`config.mk`:
```
export PLATFORM = sky130hd
export DESIGN_NAME = i2c_cfg_mux
export DESIGN_NICKNAME = d
export VERILOG_FILES = /design/src/rtl/cfgreg_pkg.sv /design/src/rtl/i2c_line_sync.sv /design/src/rtl/i2c_link.sv /design/src/rtl/nv_store.sv /design/src/rtl/out_select.sv /design/src/rtl/i2c_cfg_mux.sv
export SDC_FILE = /design/constraint.sdc
export NUM_CORES = 1
export LEC_CHECK = 0
export ABC_AREA = 0
export BUFFER_PORTS_ARGS = -buffer_cell sky130_fd_sc_hd__buf_2
export CORE_MARGIN = 4
export CORE_UTILIZATION = 30
export DETAILED_ROUTE_END_ITERATION = 12
export PLACE_DENSITY = 0.44
export SLEW_MARGIN = 20
export SYNTH_ARGS = -nofsm -noshare
export SYNTH_HDL_FRONTEND = slang
export SYNTH_SLANG_ARGS = --single-unit
```
`constraint.sdc`:
```
create_clock -name clk -period 5.59 [get_ports clk]
set_input_delay 0.8385 -clock clk [delete_from_list [all_inputs] [get_ports clk]]
set_output_delay 0.8385 -clock clk [all_outputs]
set_load 0.02 [all_outputs]
```
`src/rtl/cfgreg_pkg.sv`:
```
// Shared widths and the link state type for the configuration register block.
package cfgreg_pkg;
    localparam int REG_W  = 5;
    localparam int MUX_W  = 4;
    localparam int BYTE_W = 8;

    typedef enum logic [2:0] {
        ST_IDLE,
        ST_ADDR,
        ST_AACK,
        ST_WDATA,
        ST_WACK,
        ST_RDATA,
        ST_RACK,
        ST_SKIP
    } link_state_t;
endpackage

```
`src/rtl/i2c_line_sync.sv`:
```
// Synchronises SCL and SDA into the clock domain and reports clock edges
// and start/stop conditions as one-cycle pulses.
// Assumes the I2C lines are slow compared with clk (several clocks per phase).
module i2c_line_sync #(
    parameter int STAGES = 2
) (
    input  logic clk,
    input  logic rst_n,
    input  logic scl_i,
    input  logic sda_i,
    output logic sda_now,
    output logic scl_rise,
    output logic scl_fall,
    output logic start_det,
    output logic stop_det
);
    logic [STAGES-1:0] scl_pipe;
    logic [STAGES-1:0] sda_pipe;
    logic              scl_last;
    logic              sda_last;
    logic              scl_now;

    // Synchroniser chains plus one stage of history for edge detection.
    always_ff @(posedge clk) begin
        if (!rst_n) begin
            scl_pipe <= '1;
            sda_pipe <= '1;
            scl_last <= 1'b1;
            sda_last <= 1'b1;
        end else begin
            scl_pipe <= {scl_pipe[STAGES-2:0], scl_i};
            sda_pipe <= {sda_pipe[STAGES-2:0], sda_i};
            scl_last <= scl_pipe[STAGES-1];
            sda_last <= sda_pipe[STAGES-1];
        end
    end

    // Edge and bus-condition decode from current and previous samples.
    always_comb begin
        scl_now   = scl_pipe[STAGES-1];
        sda_now   = sda_pipe[STAGES-1];
        scl_rise  = scl_now & ~scl_last;
        scl_fall  = ~scl_now & scl_last;
        start_det = scl_now & scl_last & sda_last & ~sda_now;
        stop_det  = scl_now & scl_last & ~sda_last & sda_now;
    end
endmodule

```
`src/rtl/i2c_link.sv`:
```
// I2C target protocol engine: address match, acknowledge, single-byte read,
// capture of the first valid written byte, write-protect sampling at the end
// of its acknowledge, and a commit pulse on stop.
// Assumes edge pulses from i2c_line_sync; wp_i is quasi-static.
module i2c_link
    import cfgreg_pkg::*;
#(
    parameter logic [6:0] DEV_ADDR = 7'b1001110
) (
    input  logic             clk,
    input  logic             rst_n,
    input  logic             sda_now,
    input  logic             scl_rise,
    input  logic             scl_fall,
    input  logic             start_det,
    input  logic             stop_det,
    input  logic             wp_i,
    input  logic             busy_i,
    input  logic [REG_W-1:0] reg_q,
    output logic             sda_pull,
    output logic             commit,
    output logic [REG_W-1:0] commit_data
);
    link_state_t       state;
    logic [3:0]        bit_cnt;
    logic [BYTE_W-1:0] shreg;
    logic [BYTE_W-1:0] txb;
    logic [BYTE_W-1:0] tx_next;
    logic              got_valid;
    logic              pend;

    // Byte served on a read: upper bits zero, register below.
    always_comb tx_next = {{(BYTE_W-REG_W){1'b0}}, reg_q};

    // Protocol state machine; start and stop override every state.
    always_ff @(posedge clk) begin
        if (!rst_n) begin
            state       <= ST_IDLE;
            bit_cnt     <= '0;
            shreg       <= '0;
            txb         <= '0;
            sda_pull    <= 1'b0;
            got_valid   <= 1'b0;
            pend        <= 1'b0;
            commit      <= 1'b0;
            commit_data <= '0;
        end else begin
            commit <= 1'b0;
            if (start_det) begin
                state     <= ST_ADDR;
                bit_cnt   <= '0;
                sda_pull  <= 1'b0;
                got_valid <= 1'b0;
                pend      <= 1'b0;
            end else if (stop_det) begin
                state     <= ST_IDLE;
                sda_pull  <= 1'b0;
                commit    <= pend;
                pend      <= 1'b0;
                got_valid <= 1'b0;
            end else begin
                case (state)
                    ST_ADDR, ST_WDATA: begin
                        if (scl_rise) begin
                            shreg   <= {shreg[BYTE_W-2:0], sda_now};
                            bit_cnt <= bit_cnt + 4'd1;
                        end else if (scl_fall && bit_cnt == 4'd8) begin
                            bit_cnt <= '0;
                            if (state == ST_WDATA) begin
                                state    <= ST_WACK;
                                sda_pull <= 1'b1;
                            end else if (shreg[7:1] == DEV_ADDR && !busy_i) begin
                                state    <= ST_AACK;
                                sda_pull <= 1'b1;
                            end else begin
                                state <= ST_SKIP;
                            end
                        end
                    end
                    ST_AACK: begin
                        if (scl_fall) begin
                            bit_cnt <= '0;
                            if (shreg[0]) begin
                                state    <= ST_RDATA;
                                txb      <= tx_next;
                                sda_pull <= ~tx_next[BYTE_W-1];
                            end else begin
                                state    <= ST_WDATA;
                                sda_pull <= 1'b0;
                            end
                        end
                    end
                    ST_WACK: begin
                        if (scl_fall) begin
                            state    <= ST_WDATA;
                            sda_pull <= 1'b0;
                            if (!got_valid && shreg[7:5] == 3'b000) begin
                                got_valid   <= 1'b1;
                                commit_data <= shreg[REG_W-1:0];
                                pend        <= ~wp_i;
                            end
                        end
                    end
                    ST_RDATA: begin
                        if (scl_rise) begin
                            bit_cnt <= bit_cnt + 4'd1;
                        end else if (scl_fall) begin
                            if (bit_cnt == 4'd8) begin
                                state    <= ST_RACK;
                                sda_pull <= 1'b0;
                            end else begin
                                sda_pull <= ~txb[3'd7 - bit_cnt[2:0]];
                            end
                        end
                    end
                    ST_RACK: begin
                        if (scl_fall) state <= ST_SKIP;
                    end
                    default: ;
                endcase
            end
        end
    end
endmodule

```
`src/rtl/nv_store.sv`:
```
// Models the slow storage cell: a commit starts a busy countdown and the
// staged word replaces the register in the cycle the countdown ends.
// Assumes commits do not arrive while busy (the link is deaf then).
module nv_store
    import cfgreg_pkg::*;
#(
    parameter int BUSY_CYCLES = 2000
) (
    input  logic             clk,
    input  logic             rst_n,
    input  logic             commit,
    input  logic [REG_W-1:0] commit_data,
    output logic             busy,
    output logic [REG_W-1:0] reg_q
);
    localparam int CW = $clog2(BUSY_CYCLES + 1);

    logic [CW-1:0]    remain;
    logic [REG_W-1:0] staged;

    // Busy countdown and end-of-write register update.
    always_ff @(posedge clk) begin
        if (!rst_n) begin
            remain <= '0;
            staged <= '0;
            reg_q  <= '0;
        end else if (commit && remain == '0) begin
            remain <= CW'(BUSY_CYCLES);
            staged <= commit_data;
        end else if (remain != '0) begin
            remain <= remain - 1'b1;
            if (remain == CW'(1)) reg_q <= staged;
        end
    end

    // Busy while the countdown runs.
    always_comb busy = (remain != '0);
endmodule

```
`src/rtl/out_select.sv`:
```
// Output selector: register or parallel inputs on the four selector bits,
// override to zero, and a hold stage for the fifth bit that closes while
// select is high.
// Assumes sel_i is synchronous to clk.
module out_select
    import cfgreg_pkg::*;
(
    input  logic             clk,
    input  logic             rst_n,
    input  logic             sel_i,
    input  logic             ovr_i,
    input  logic [REG_W-1:0] reg_q,
    input  logic [MUX_W-1:0] alt_in,
    output logic [MUX_W-1:0] mux_out,
    output logic             solo_out
);
    logic [REG_W-1:0] live;
    logic             hold;

    // Register-sourced value after override.
    always_comb live = ovr_i ? '0 : reg_q;

    // Hold stage tracks the live bit while select is low.
    always_ff @(posedge clk) begin
        if (!rst_n)      hold <= 1'b0;
        else if (!sel_i) hold <= live[REG_W-1];
    end

    // Final output selection.
    always_comb begin
        mux_out  = sel_i ? alt_in : live[MUX_W-1:0];
        solo_out = sel_i ? hold   : live[REG_W-1];
    end
endmodule

```
`src/rtl/i2c_cfg_mux.sv`:
```
// Top level: I2C-programmed 5-bit configuration register feeding a 4-bit
// two-way selector and a held single output.
// Assumes scl_i/sda_i are the resolved bus levels seen at the pins.
module i2c_cfg_mux
    import cfgreg_pkg::*;
#(
    parameter logic [6:0] DEV_ADDR    = 7'b1001110,
    parameter int         BUSY_CYCLES = 2000,
    parameter int         SYNC_STAGES = 2
) (
    input  logic             clk,
    input  logic             rst_n,
    input  logic             scl_i,
    input  logic             sda_i,
    output logic             sda_pull_o,
    input  logic             wp_i,
    input  logic             ovr_i,
    input  logic             sel_i,
    input  logic [MUX_W-1:0] alt_in,
    output logic [MUX_W-1:0] mux_out,
    output logic             solo_out
);
    logic             sda_now;
    logic             scl_rise;
    logic             scl_fall;
    logic             start_det;
    logic             stop_det;
    logic             busy;
    logic             commit;
    logic [REG_W-1:0] commit_data;
    logic [REG_W-1:0] reg_q;

    i2c_line_sync #(.STAGES(SYNC_STAGES)) u_sync (
        .clk       (clk),
        .rst_n     (rst_n),
        .scl_i     (scl_i),
        .sda_i     (sda_i),
        .sda_now   (sda_now),
        .scl_rise  (scl_rise),
        .scl_fall  (scl_fall),
        .start_det (start_det),
        .stop_det  (stop_det)
    );

    i2c_link #(.DEV_ADDR(DEV_ADDR)) u_link (
        .clk         (clk),
        .rst_n       (rst_n),
        .sda_now     (sda_now),
        .scl_rise    (scl_rise),
        .scl_fall    (scl_fall),
        .start_det   (start_det),
        .stop_det    (stop_det),
        .wp_i        (wp_i),
        .busy_i      (busy),
        .reg_q       (reg_q),
        .sda_pull    (sda_pull_o),
        .commit      (commit),
        .commit_data (commit_data)
    );

    nv_store #(.BUSY_CYCLES(BUSY_CYCLES)) u_store (
        .clk         (clk),
        .rst_n       (rst_n),
        .commit      (commit),
        .commit_data (commit_data),
        .busy        (busy),
        .reg_q       (reg_q)
    );

    out_select u_out (
        .clk      (clk),
        .rst_n    (rst_n),
        .sel_i    (sel_i),
        .ovr_i    (ovr_i),
        .reg_q    (reg_q),
        .alt_in   (alt_in),
        .mux_out  (mux_out),
        .solo_out (solo_out)
    );
endmodule

```
==> impl.org <==
** Route
- After detailed routing, the number of remaining DRC violations is 0.
- Vias after detailed routing :: 2174
- The detailed router finished its first iteration with 75 violations.
- Routed wire per std cell :: 13.6 um
- Detailed-routing iteration count for the pre-antenna-repair pass :: 4
- Detailed-route vias per instance :: 4.90
- The count of nets left with antenna violations once routing finished came out at 0.
- Overall routed net length :: 6060 um

** Power
- Cell Pwr Density :: 389 mW/mm2
- VDD sags by at most 0.207 mV.
- In this run the static leakage power is 0.00117 uW.

** Floorplanning
- The core region is 0.00872 mm2.
- The die is 103 um wide.
- The die covers 0.0106 mm2.
- The die is 103 um tall.
- Cell Rows :: 34
- Boundary pin count :: 17
- Initial cell density of the core :: 31.0%

** CTS
- No sink is reached through more buffers than the 2 on the longest clock path.
- For this design, the CTS-stage hold fixing added 0 buffers.
- TritonCTS built the clock tree.
- The clock reaches the later pin of the worst-skew pair after 0.33 ns.
- Number of buffers inserted by post-CTS setup repair :: 0
- The tree built by TritonCTS fans out to 57 sinks.
- Total of cells resized after clock tree synthesis :: 0
- Clk root buf :: clkbuf_8
- Clock-pin slew was measured on the worst setup and hold paths at 0.07 ns.
- CTS built an H-tree with a depth of 3.
- Clock buffer count from CTS :: 9

** STA
- Adding up every negative setup slack in the final design gives 0 ns.
- Final critical-path share of the clock period :: 45.6%
- Worst slew pin tran :: 0.919 ns
- Achievable Freq :: 392 MHz
- Setup repair after global routing missed its margin :: no
- Measured against its own limit, the worst slew margin works out to 38.4%.
- The worst path in the final design needs a cycle of 2.55 ns, including I/O delays and setup.
- Max-slew violations :: 0
- Setup violation total in the final timing report :: 0
- Hold Worst Slack :: 0.407 ns
- Worst-case clock skew :: 0.00758 ns
- Number of hold violations in the final report :: 0

** Synth
- The number of nets in the synthesized netlist is 338.
- Counting every instance in the synthesized netlist gives 323.
- Area fraction of the dominant cell type after synthesis :: 42.2%
- Post-Syn Area :: 0.00270 mm2
- Yosys reg bits :: 57
- Counting flops with a built-in enable in the synthesized netlist gives 0.
- Biggest area consumer among synthesized cells :: dfxtp_1
- Of the synthesized area, sequential elements account for 42.2%.
- Count of unique library cells instantiated by Yosys :: 50
- The most used flip-flop cell after synthesis is dfxtp_1.
- For this run, asynchronously set or reset flops after synthesis account for 0%.
- Each instance of the synthesized netlist takes up on average 8.36 um2.
- Yosys printed 0 warnings.
- By area the synthesized netlist is led by dfxtp_1 (42%), mux2i_1 (9.3%), nor2_1 (6.0%).

** Worst setup path
- Startpoint Class :: register
- Required @ worst endpoint :: 5.80 ns
- Element type at the critical path end :: register
- In this run the worst path has a maximum fanout of 5.
- Data arrives at the worst endpoint at 2.76 ns.
- The worst setup path is of the reg2reg kind.

** Placement
- IO Port Bufs :: 16
- Placement-stage cell area :: 0.00285 mm2
- Routability-driven placement finished with a final weighted congestion of 0.823.
- HPWL after detailed placement :: 4270 um

** Outcome
- The run finished with clean final reports.

** Cells and area
- Number of nets in the layout :: 347
- Layout cells sized above 1 :: 11.3%
- Area growth from synthesis to final layout :: 12.6%
- The finished cells cover 0.00304 mm2.
- Fill cells in the final layout number 889.
- Total inserted antenna cells :: 0

** Global routing
- Initial antenna violation count :: 0
- Global route overflow :: 0
- Wire length of the first global-routing pass :: 10200 um
- The number of global-route vias before repair was 2077.
- Largest net degree at the start of global routing :: 35
- For this run, the total global-route usage over all layers was measured as 12.4%.

** Hold path
- Path category of the worst min-delay check :: reg2reg

** Run
- Max-cap violations in this run came to 0.
registers in the layout, indices dropped and copies added (netlist names):
name and cells:
u_store.remain 11, u_link.shreg 8, u_link.commit_data 5, u_link.txb 5
u_store.reg_q 5, u_store.staged 5, u_link.bit_cnt 4, u_link.state 3
u_sync.scl_pipe 2, u_sync.sda_pipe 2, u_link.commit 1, u_link.got_valid 1
u_link.pend 1, u_link.sda_pull 1, u_out.hold 1, u_sync.scl_last 1
u_sync.sda_last 1
through the flow:
stage	setup WS, ns	util, %	power [uW]	std cells
after CTS	3.04	34.9	1200	444
after global placement	3.04	32.7	811	429
after detailed placement	2.99	32.7	810	429
final	3.04	34.9	1180	444
after floorplan	3.21	-	753	323
after global routing	2.89	34.9	1270	444
worst max-delay path: stages (launching register included):
cell	delay, ns
dfxtp_1	0.35
inv_1	0.10
ha_1	0.22
or4b_2	0.65
nor3_1	0.53
nand3_1	0.21
o21ai_0	0.26
mux2i_1	0.10
layout make-up:
| type | count | area [um2] | share of cell area [%] |
|---|---|---|---|
| Inverter | 9 | 33.8 | 1.11 |
| Clock buffer | 10 | 138 | 4.52 |
| Sequential cell | 57 | 1140 | 37.5 |
| Timing Repair Buffer | 16 | 80.1 | 2.63 |
| Clock inverter | 5 | 56.3 | 1.85 |
| Multi-Input combinational cell | 239 | 1460 | 47.9 |
| Tap cell | 108 | 135 | 4.44 |
Yosys cell counts (2+ instances only):
cell	n
a211oi_1	6
a21o_1	2
a21oi_1	20
a2bb2oi_1	2
a311oi_1	2
a31oi_1	3
and2_1	3
and3_1	2
and3b_1	2
clkbuf_1	16
dfxtp_1	57
ha_1	4
inv_1	8
mux2_2	2
mux2i_1	25
nand2_1	37
nand2b_1	15
nand3_1	9
nand3b_1	2
nand4_1	2
nor2_1	43
nor2b_1	4
nor3_1	9
nor4_1	2
nor4b_1	2
o21ai_0	13
o31ai_1	3
or3_1	3
xnor2_1	2
xor2_1	3
cells by family (layout without fill, tap and decap cells):
kind of cell | Yosys count | after routing | share of synthesized area (%)
AOI/OAI and AO/OA | 60 | 60 | 13.9
xor gates and xnor gates | 5 | 5 | 1.62
adders and majority gates | 4 | 4 | 1.85
buffers and inverters | 27 | 40 | 3.80
DFF | 57 | 57 | 42.2
muxes | 27 | 27 | 10.1
and+or+nand+nor | 143 | 143 | 26.4
final timing paths:
| path | cells after the start | to | slack (ns) | from |
|---|---|---|---|---|
| max | 7 | u_link.state[0] | 3.04 | u_store.remain[0] |
| min reg2reg | 1 | u_sync.sda_pipe[1] | 0.41 | u_sync.sda_pipe[0] |
| max reg2reg | 7 | u_link.state[0] | 3.04 | u_store.remain[0] |
| min | 1 | u_sync.sda_pipe[1] | 0.41 | u_sync.sda_pipe[0] |
metal layers:
metal | vias to the layer above | routed length, um | share of wire (%) | global-route usage [%]
met5 | - | 0 | 0 | 0
met4 | 0 | 103 | 1.7 | 3.98
met3 | 9 | 197 | 3.3 | 4.06
met2 | 30 | 2640 | 44 | 18.6
met1 | 987 | 3120 | 51 | 16.8
li1 | 1148 | - | - | -
cell usage in the layout, fill, tap and decap left out, types with 3 or more instances in the layout:
master,instances
a211oi_1,6
a21oi_1,20
a31oi_1,3
and2_1,3
buf_2,16
clkbuf_8,10
dfxtp_1,57
ha_1,4
inv_1,8
mux2i_1,25
nand2_1,37
nand2b_1,15
nand3_1,9
nor2_1,43
nor2b_1,4
nor3_1,9
o21ai_0,13
o31ai_1,3
or3_1,3
xor2_1,3
where the power goes:
group,switching (uW),internal [uW]
Combinational,174,130
Clock,166,214
Sequential,55.2,444
Total,395,788
No activity file was read; power rests on OpenSTA's default activity.
